`src/rtl/msix_pkg.sv`:
```
package msix_pkg;

    localparam int MAX_VEC    = 2048;
    localparam int VEC_IDX_W  = 11;
    localparam int CTL_EN_BIT = 15;
    localparam int CTL_FM_BIT = 14;

    typedef enum logic [1:0] {
        DW_ADDR_LO = 2'd0,
        DW_ADDR_HI = 2'd1,
        DW_DATA    = 2'd2,
        DW_VCTL    = 2'd3
    } dword_e;

    typedef struct packed {
        logic [31:0] addr_lo;
        logic [31:0] addr_hi;
        logic [31:0] data;
        logic        mask;
    } entry_t;

    localparam entry_t ENTRY_RST = '{addr_lo: 32'h0, addr_hi: 32'h0, data: 32'h0, mask: 1'b1};

    function automatic logic [15:0] ctl_word(input logic en, input logic fm, input logic [10:0] size_m1);
        logic [15:0] w;
        w = '0;
        w[CTL_EN_BIT] = en;
        w[CTL_FM_BIT] = fm;
        w[10:0] = size_m1;
        return w;
    endfunction

endpackage

```
`src/rtl/msix_table.sv`:
```
module msix_table
    import msix_pkg::*;
#(
    parameter int N  = 8,
    parameter int AW = 16
) (
    input  logic              clk,
    input  logic              rst,
    input  logic              wr,
    input  logic              wide,
    input  logic [AW-1:0]     addr,
    input  logic [63:0]       wdata,
    output logic [63:0]       rd_val,
    output logic [N-1:0]      vmask,
    input  logic [(N>1 ? $clog2(N) : 1)-1:0] pick_idx,
    output logic [63:0]       pick_addr,
    output logic [31:0]       pick_data
);
    localparam int IDXW = (N > 1) ? $clog2(N) : 1;
    localparam int EW   = AW - 4;

    logic [EW-1:0] eidx;
    dword_e        dw;
    logic          in_range;
    logic          acc_ok;
    entry_t        tab [N];
    entry_t        rsel;

    assign eidx     = addr[AW-1:4];
    assign dw       = dword_e'(addr[3:2]);
    assign in_range = int'(eidx) < N;
    assign acc_ok   = in_range && (wide ? (addr[2:0] == 3'b000) : (addr[1:0] == 2'b00));

    for (genvar i = 0; i < N; i++) begin : g_ent
        entry_t ent_q;
        always_ff @(posedge clk) begin
            if (rst) begin
                ent_q <= ENTRY_RST;
            end else if (wr && acc_ok && eidx == EW'(i)) begin
                if (wide) begin
                    if (dw == DW_ADDR_LO) begin
                        ent_q.addr_lo <= wdata[31:0];
                        ent_q.addr_hi <= wdata[63:32];
                    end else begin
                        ent_q.data <= wdata[31:0];
                        ent_q.mask <= wdata[32];
                    end
                end else begin
                    case (dw)
                        DW_ADDR_LO: ent_q.addr_lo <= wdata[31:0];
                        DW_ADDR_HI: ent_q.addr_hi <= wdata[31:0];
                        DW_DATA:    ent_q.data    <= wdata[31:0];
                        default:    ent_q.mask    <= wdata[0];
                    endcase
                end
            end
        end
        assign tab[i]   = ent_q;
        assign vmask[i] = ent_q.mask;
    end

    assign rsel = tab[eidx[IDXW-1:0]];

    always_comb begin
        rd_val = '0;
        if (acc_ok) begin
            if (wide) begin
                if (dw == DW_ADDR_LO) rd_val = {rsel.addr_hi, rsel.addr_lo};
                else                  rd_val = {31'b0, rsel.mask, rsel.data};
            end else begin
                case (dw)
                    DW_ADDR_LO: rd_val = {32'b0, rsel.addr_lo};
                    DW_ADDR_HI: rd_val = {32'b0, rsel.addr_hi};
                    DW_DATA:    rd_val = {32'b0, rsel.data};
                    default:    rd_val = {63'b0, rsel.mask};
                endcase
            end
        end
    end

    assign pick_addr = {tab[pick_idx].addr_hi, tab[pick_idx].addr_lo};
    assign pick_data = tab[pick_idx].data;

endmodule

```
`src/rtl/msix_pending.sv`:
```
module msix_pending
    import msix_pkg::*;
#(
    parameter int N = 8
) (
    input  logic                 clk,
    input  logic                 rst,
    input  logic                 trig_valid,
    input  logic [VEC_IDX_W-1:0] trig_vec,
    input  logic                 en,
    input  logic                 fmask,
    input  logic [N-1:0]         vmask,
    input  logic                 take,
    output logic [N-1:0]         pend,
    output logic                 pick_valid,
    output logic [(N>1 ? $clog2(N) : 1)-1:0] pick_idx
);
    localparam int IDXW = (N > 1) ? $clog2(N) : 1;

    logic [N-1:0] elig;
    logic [N-1:0] pick_hot;
    logic [N-1:0] trig_hot;
    logic [N-1:0] clr_hot;
    logic         trig_ok;
    logic         fire;

    assign elig = pend & ~vmask & {N{en & ~fmask}};

    always_comb begin
        pick_valid = 1'b0;
        pick_idx   = '0;
        for (int i = N - 1; i >= 0; i--) begin
            if (elig[i]) begin
                pick_valid = 1'b1;
                pick_idx   = IDXW'(i);
            end
        end
    end

    assign fire     = pick_valid & take;
    assign pick_hot = N'(1) << pick_idx;
    assign clr_hot  = fire ? pick_hot : '0;
    assign trig_ok  = trig_valid && en && (int'(trig_vec) < N);
    assign trig_hot = trig_ok ? (N'(1) << trig_vec) : '0;

    always_ff @(posedge clk) begin
        if (rst) pend <= '0;
        else     pend <= (pend & ~clr_hot) | (trig_hot & ~clr_hot);
    end

endmodule

```
`src/rtl/msix_msg_out.sv`:
```
module msix_msg_out
    import msix_pkg::*;
(
    input  logic        clk,
    input  logic        rst,
    input  logic        load,
    input  logic [63:0] in_addr,
    input  logic [31:0] in_data,
    input  logic        ready,
    output logic        valid,
    output logic [63:0] out_addr,
    output logic [31:0] out_data
);
    always_ff @(posedge clk) begin
        if (rst) begin
            valid    <= 1'b0;
            out_addr <= '0;
            out_data <= '0;
        end else if (load) begin
            valid    <= 1'b1;
            out_addr <= in_addr;
            out_data <= in_data;
        end else if (ready) begin
            valid <= 1'b0;
        end
    end
endmodule

```
`src/rtl/msix_vec_unit.sv`:
```
module msix_vec_unit
    import msix_pkg::*;
#(
    parameter int N  = 8,
    parameter int AW = 16
) (
    input  logic                 clk,
    input  logic                 rst,
    input  logic                 ctl_we,
    input  logic [15:0]          ctl_wdata,
    output logic [15:0]          ctl_rdata,
    input  logic                 acc_req,
    input  logic                 acc_we,
    input  logic                 acc_pba,
    input  logic                 acc_wide,
    input  logic [AW-1:0]        acc_addr,
    input  logic [63:0]          acc_wdata,
    output logic                 rd_valid,
    output logic [63:0]          rd_data,
    input  logic                 trig_valid,
    input  logic [VEC_IDX_W-1:0] trig_vec,
    output logic                 msg_valid,
    input  logic                 msg_ready,
    output logic [63:0]          msg_addr,
    output logic [31:0]          msg_data
);
    localparam int IDXW  = (N > 1) ? $clog2(N) : 1;
    localparam int PBA_W = (N + 63) / 64;

    logic            en_q;
    logic            fmask_q;
    logic [N-1:0]    vmask_vec;
    logic [N-1:0]    pend_vec;
    logic            pick_valid;
    logic [IDXW-1:0] pick_idx;
    logic [63:0]     pick_addr;
    logic [31:0]     pick_data;
    logic            take;
    logic [63:0]     tbl_val;
    logic [63:0]     pba_val;
    logic [PBA_W*64-1:0] pba_pad;
    logic            ctl_unused;

    assign ctl_unused = ^ctl_wdata[13:0];

    always_ff @(posedge clk) begin
        if (rst) begin
            en_q    <= 1'b0;
            fmask_q <= 1'b0;
        end else if (ctl_we) begin
            en_q    <= ctl_wdata[CTL_EN_BIT];
            fmask_q <= ctl_wdata[CTL_FM_BIT];
        end
    end

    assign ctl_rdata = ctl_word(en_q, fmask_q, 11'(N - 1));

    msix_table #(.N(N), .AW(AW)) u_table (
        .clk       (clk),
        .rst       (rst),
        .wr        (acc_req & acc_we & ~acc_pba),
        .wide      (acc_wide),
        .addr      (acc_addr),
        .wdata     (acc_wdata),
        .rd_val    (tbl_val),
        .vmask     (vmask_vec),
        .pick_idx  (pick_idx),
        .pick_addr (pick_addr),
        .pick_data (pick_data)
    );

    assign take = ~msg_valid | msg_ready;

    msix_pending #(.N(N)) u_pend (
        .clk        (clk),
        .rst        (rst),
        .trig_valid (trig_valid),
        .trig_vec   (trig_vec),
        .en         (en_q),
        .fmask      (fmask_q),
        .vmask      (vmask_vec),
        .take       (take),
        .pend       (pend_vec),
        .pick_valid (pick_valid),
        .pick_idx   (pick_idx)
    );

    msix_msg_out u_out (
        .clk      (clk),
        .rst      (rst),
        .load     (pick_valid & take),
        .in_addr  (pick_addr),
        .in_data  (pick_data),
        .ready    (msg_ready),
        .valid    (msg_valid),
        .out_addr (msg_addr),
        .out_data (msg_data)
    );

    always_comb begin
        pba_pad = '0;
        pba_pad[N-1:0] = pend_vec;
    end

    always_comb begin
        logic [63:0] word;
        logic        ok;
        int          widx;
        widx = int'(acc_addr[AW-1:3]);
        ok   = (widx < PBA_W) && (acc_wide ? (acc_addr[2:0] == 3'b000) : (acc_addr[1:0] == 2'b00));
        word = ok ? pba_pad[widx*64 +: 64] : 64'b0;
        if (!ok)            pba_val = '0;
        else if (acc_wide)  pba_val = word;
        else if (acc_addr[2]) pba_val = {32'b0, word[63:32]};
        else                pba_val = {32'b0, word[31:0]};
    end

    always_ff @(posedge clk) begin
        if (rst) begin
            rd_valid <= 1'b0;
            rd_data  <= '0;
        end else begin
            rd_valid <= acc_req & ~acc_we;
            if (acc_req && !acc_we) rd_data <= acc_pba ? pba_val : tbl_val;
        end
    end

endmodule

```
`config.mk`:
```
export PLATFORM = sky130hd
export DESIGN_NAME = msix_vec_unit
export DESIGN_NICKNAME = d
export VERILOG_FILES = /design/src/rtl/msix_pkg.sv /design/src/rtl/msix_table.sv /design/src/rtl/msix_pending.sv /design/src/rtl/msix_msg_out.sv /design/src/rtl/msix_vec_unit.sv
export SDC_FILE = /design/constraint.sdc
export NUM_CORES = 2
export LEC_CHECK = 0
export ABC_CLOCK_PERIOD_IN_PS = 8350
export CAP_MARGIN = 20
export CORE_MARGIN = 2
export CORE_UTILIZATION = 58
export DETAILED_ROUTE_END_ITERATION = 6
export PLACE_DENSITY = 0.8
export SYNTH_ARGS = -nofsm -noshare
export SYNTH_HDL_FRONTEND = slang
export SYNTH_SLANG_ARGS = --single-unit
export TNS_END_PERCENT = 1
```
`constraint.sdc`:
```
create_clock -name clk -period 8.35 [get_ports clk]
set_input_delay 2.505 -clock clk [delete_from_list [all_inputs] [get_ports clk]]
set_output_delay 2.505 -clock clk [all_outputs]
set_load 0.05 [all_outputs]
```
==> metrics.yaml <==
clk_latency_ns: 0.68
worstSetupPathType: "in -> reg"
fin_crit_ns: 6.54
status: "complete, but fails checks"
timing.rr.start: "u_pend.pend[7]"
n_antenna_cell: 0
powerDensity_nw_per_um2: 186
die_x_um: 283
crit_arrival_ns: 7.04
fin_crit_sh_pct: 78.3
yosysMostFrequentCell: "nand2_1"
area_growth_pct: 13.7
antenna_left: 0
violations: "DRC"
ys_seq_area_share_pct: 42.0
synth.area.top_cells: "dfxtp_1 (42%), nand2_1 (11%), mux4_2 (9.4%), a21oi_1 (6.1%), a211oi_1 (5.8%)"
path_max_fanout: 18
syn_inst: 5328
yosysTopAreaCell: "dfxtp_1"
start_util_pct: 58.5
coreArea_um2: 77300
dr.pass1.iters: 7
synth_top_area_share_pct: 42.0
setup.worst_path.end_class: "register"
h-tree-depth: 3
synth_ff_type: "dfxtp_1"
ir_worst_vdd_v: 0.000144
holdBufCountCts: 0
hold_slack_ns: 0.460
nNetsFinal: 5370
cp.required_ns: 8.85
clk_pin_slew_ns: 0.06
multiInputGateArea_um2: 24300
cpMostUsedCell: "nand2_1"
netlist_area_um2: 45200
finalMaxSlewViolations: 0
clock_sinks: 948
slowest_stage: "nand3_1"
drive_above_1_share_pct: 10.1
dp_hpwl_um: 100000
synth_common_cells: "nand2_1 (1366), dfxtp_1 (948), a21oi_1 (548)"
num-fill-cells: 6156
critical-path-max-stage-delay_ns: 1.11
rr_endpoint: "u_out.out_addr[14]"
tns_ns: 0
seq_area_um2: 19000
row_count: 102
skew_ns: 0.0216
grt_pass1_wl_um: 256000
drc_errors: 13
ioPinCount: 294
cts_inserted_buffers: 96
start_kind: "primary input"
rsz0062_at_grt: "no"
num_vias: 44400
grt-ovfl-total: 0
slew_headroom_pct: 5.03
hold_class: "reg -> reg"
grtUsageTotal_pct: 41.3
drv_cap: 0
cts_tree: "yes"
drtIter0Drc: 7571
p_leak_uw: 0.0170
cts_resized: 0
wl_per_cell_um: 27.2
whs_path_depth: 2
port_buffers: 265
rrSetupSlack_ns: 3.56
dieArea_um2: 80200
gp_congestion: 0.960
syn_avg_cell_area_um2: 8.49
grt_antenna_before_repair: 5
fmax_mhz: 153
post_cts_buffers: 0
setup_viol: 0
ys_ff_latch: 948
rr_worst_depth: 9
tightest_slew_ns: 1.42
die_y_um: 283
hold_path.startpoint: "u_table.g_ent[7].ent_q[8]"
synth_cell_types: 62
synth_edf_count: 0
grt_pass1_vias: 42300
drt-vias-per-instance: 6.97
async_flop_share_pct: 0
cts-root-buf: "clkbuf_16"
cp_cell_sequence: "clkdlybuf4s50_1 > nor3_1 > nand2_1 > nor4b_1 > nand3_1 > buf_4 > nand2_1 > a21oi_1"
yosysWarnings: 0
hold_viol_final: 0
grt_max_degree: 112
postRouteWirelength_um: 173000
fin_util_pct: 66.5
whs_endpoint: "u_table.g_ent[7].ent_q[8]"
ctsLongestPathBuffers: 3
[worst max-delay path: cells and delay by family]
family,cells,cell delay (ns)
AO/OA/AOI/OAI,1,0.06
buffers and inverters,2,1.00
AND/OR/NAND/NOR,5,3.44
[cell type report]
type,instances,share of cell area (%)
timing repair buffer,375,6.95
tap,1040,2.53
clock inverter,29,0.896
multi-input combinational,3830,47.2
clock buffer,142,5.51
inverter,3,0.0219
sequential,948,36.9
[stage by stage]
| step | total power [uW] | setup WS (ns) | std cells | instance area (um^2) |
|---|---|---|---|---|
| final | 9580 | 1.81 | 6367 | 51400 |
| after floorplan | 4910 | 3.66 | 5340 | 45300 |
| after CTS | 9530 | 2.14 | 6363 | 51300 |
| after global placement | 5080 | 1.50 | 6192 | 48000 |
| after detailed placement | 5080 | 1.49 | 6192 | 48000 |
| after global routing | 9750 | 2.04 | 6367 | 51400 |
[layer usage]
| layer | track usage, % | part of all wire (%) |
|---|---|---|
| met2 | 61.7 | 43 |
| met4 | 30.0 | 8.2 |
| met5 | 0.119 | 0.035 |
| met1 | 50.7 | 34 |
| met3 | 12.6 | 15 |
[cells in the final DEF (no fill, tap or decap), types with 14 or more instances in the layout]
| cell | instances |
|---|---|
| a311o_1 | 78 |
| a211oi_1 | 348 |
| conb_1 | 14 |
| a21oi_1 | 547 |
| nand3_2 | 14 |
| buf_4 | 104 |
| mux2_2 | 26 |
| clkbuf_8 | 19 |
| a22oi_1 | 107 |
| a311oi_1 | 23 |
| nand2b_1 | 15 |
| nand3_1 | 86 |
| clkbuf_1 | 25 |
| a2bb2oi_1 | 74 |
| and3_1 | 98 |
| mux4_2 | 188 |
| clkbuf_16 | 100 |
| a22o_1 | 22 |
| o211ai_1 | 27 |
| nor3_1 | 14 |
| a2111o_1 | 21 |
| clkdlybuf4s50_1 | 260 |
| o21ai_0 | 52 |
| mux2i_1 | 193 |
| nor2_1 | 378 |
| dfxtp_1 | 948 |
| clkinv_2 | 15 |
| nor2b_1 | 18 |
| nand2_1 | 1365 |
[cells by family (layout without fill, tap and decap cells)]
logic type	count (synthesis)	in the layout	share of synthesized area (%)
and+or+nand+nor	2063	2063	18.7
AOI/OAI and AO/OA	1344	1344	20.0
buffers and inverters	562	549	5.00
DFF	948	948	42.0
xor gates and xnor gates	1	1	0.0194
other	2	14	0.0166
adders and majority gates	1	1	0.0221
muxes	407	407	14.3
[registers in the layout, indices dropped and copies added, names as in the netlist, 8 cells and up]
signal               flops
u_table.g_ent.ent_q    768
u_table.vmask            8
u_pend.pend              8
u_out.out_data          32
rd_data                 64
u_out.out_addr          64
[power breakdown]
part | total (uW) | switching [uW] | leakage (uW) | internal, uW
Sequential | 4520 | 1.49 | 0.00763 | 4520
Clock | 4580 | 1870 | 0.00162 | 2710
Combinational | 477 | 350 | 0.00771 | 127
[worst max path at each step]
| stage | from | end | cells past startpoint |
|---|---|---|---|
| 3_5_place_dp | acc_addr[11] | u_table.g_ent[2].ent_q[5] | 8 |
| 3_3_place_gp | acc_addr[15] | u_table.g_ent[2].ent_q[13] | 8 |
| 2_1_floorplan | acc_addr[4] | rd_data[10] | 10 |
| 6_report | acc_addr[7] | u_table.g_ent[2].ent_q[3] | 8 |
| 5_1_grt | acc_addr[3] | u_table.g_ent[2].ent_q[5] | 9 |
| 4_1_cts | acc_addr[15] | u_table.g_ent[2].ent_q[5] | 8 |
(Power assumes the default switching activity.)
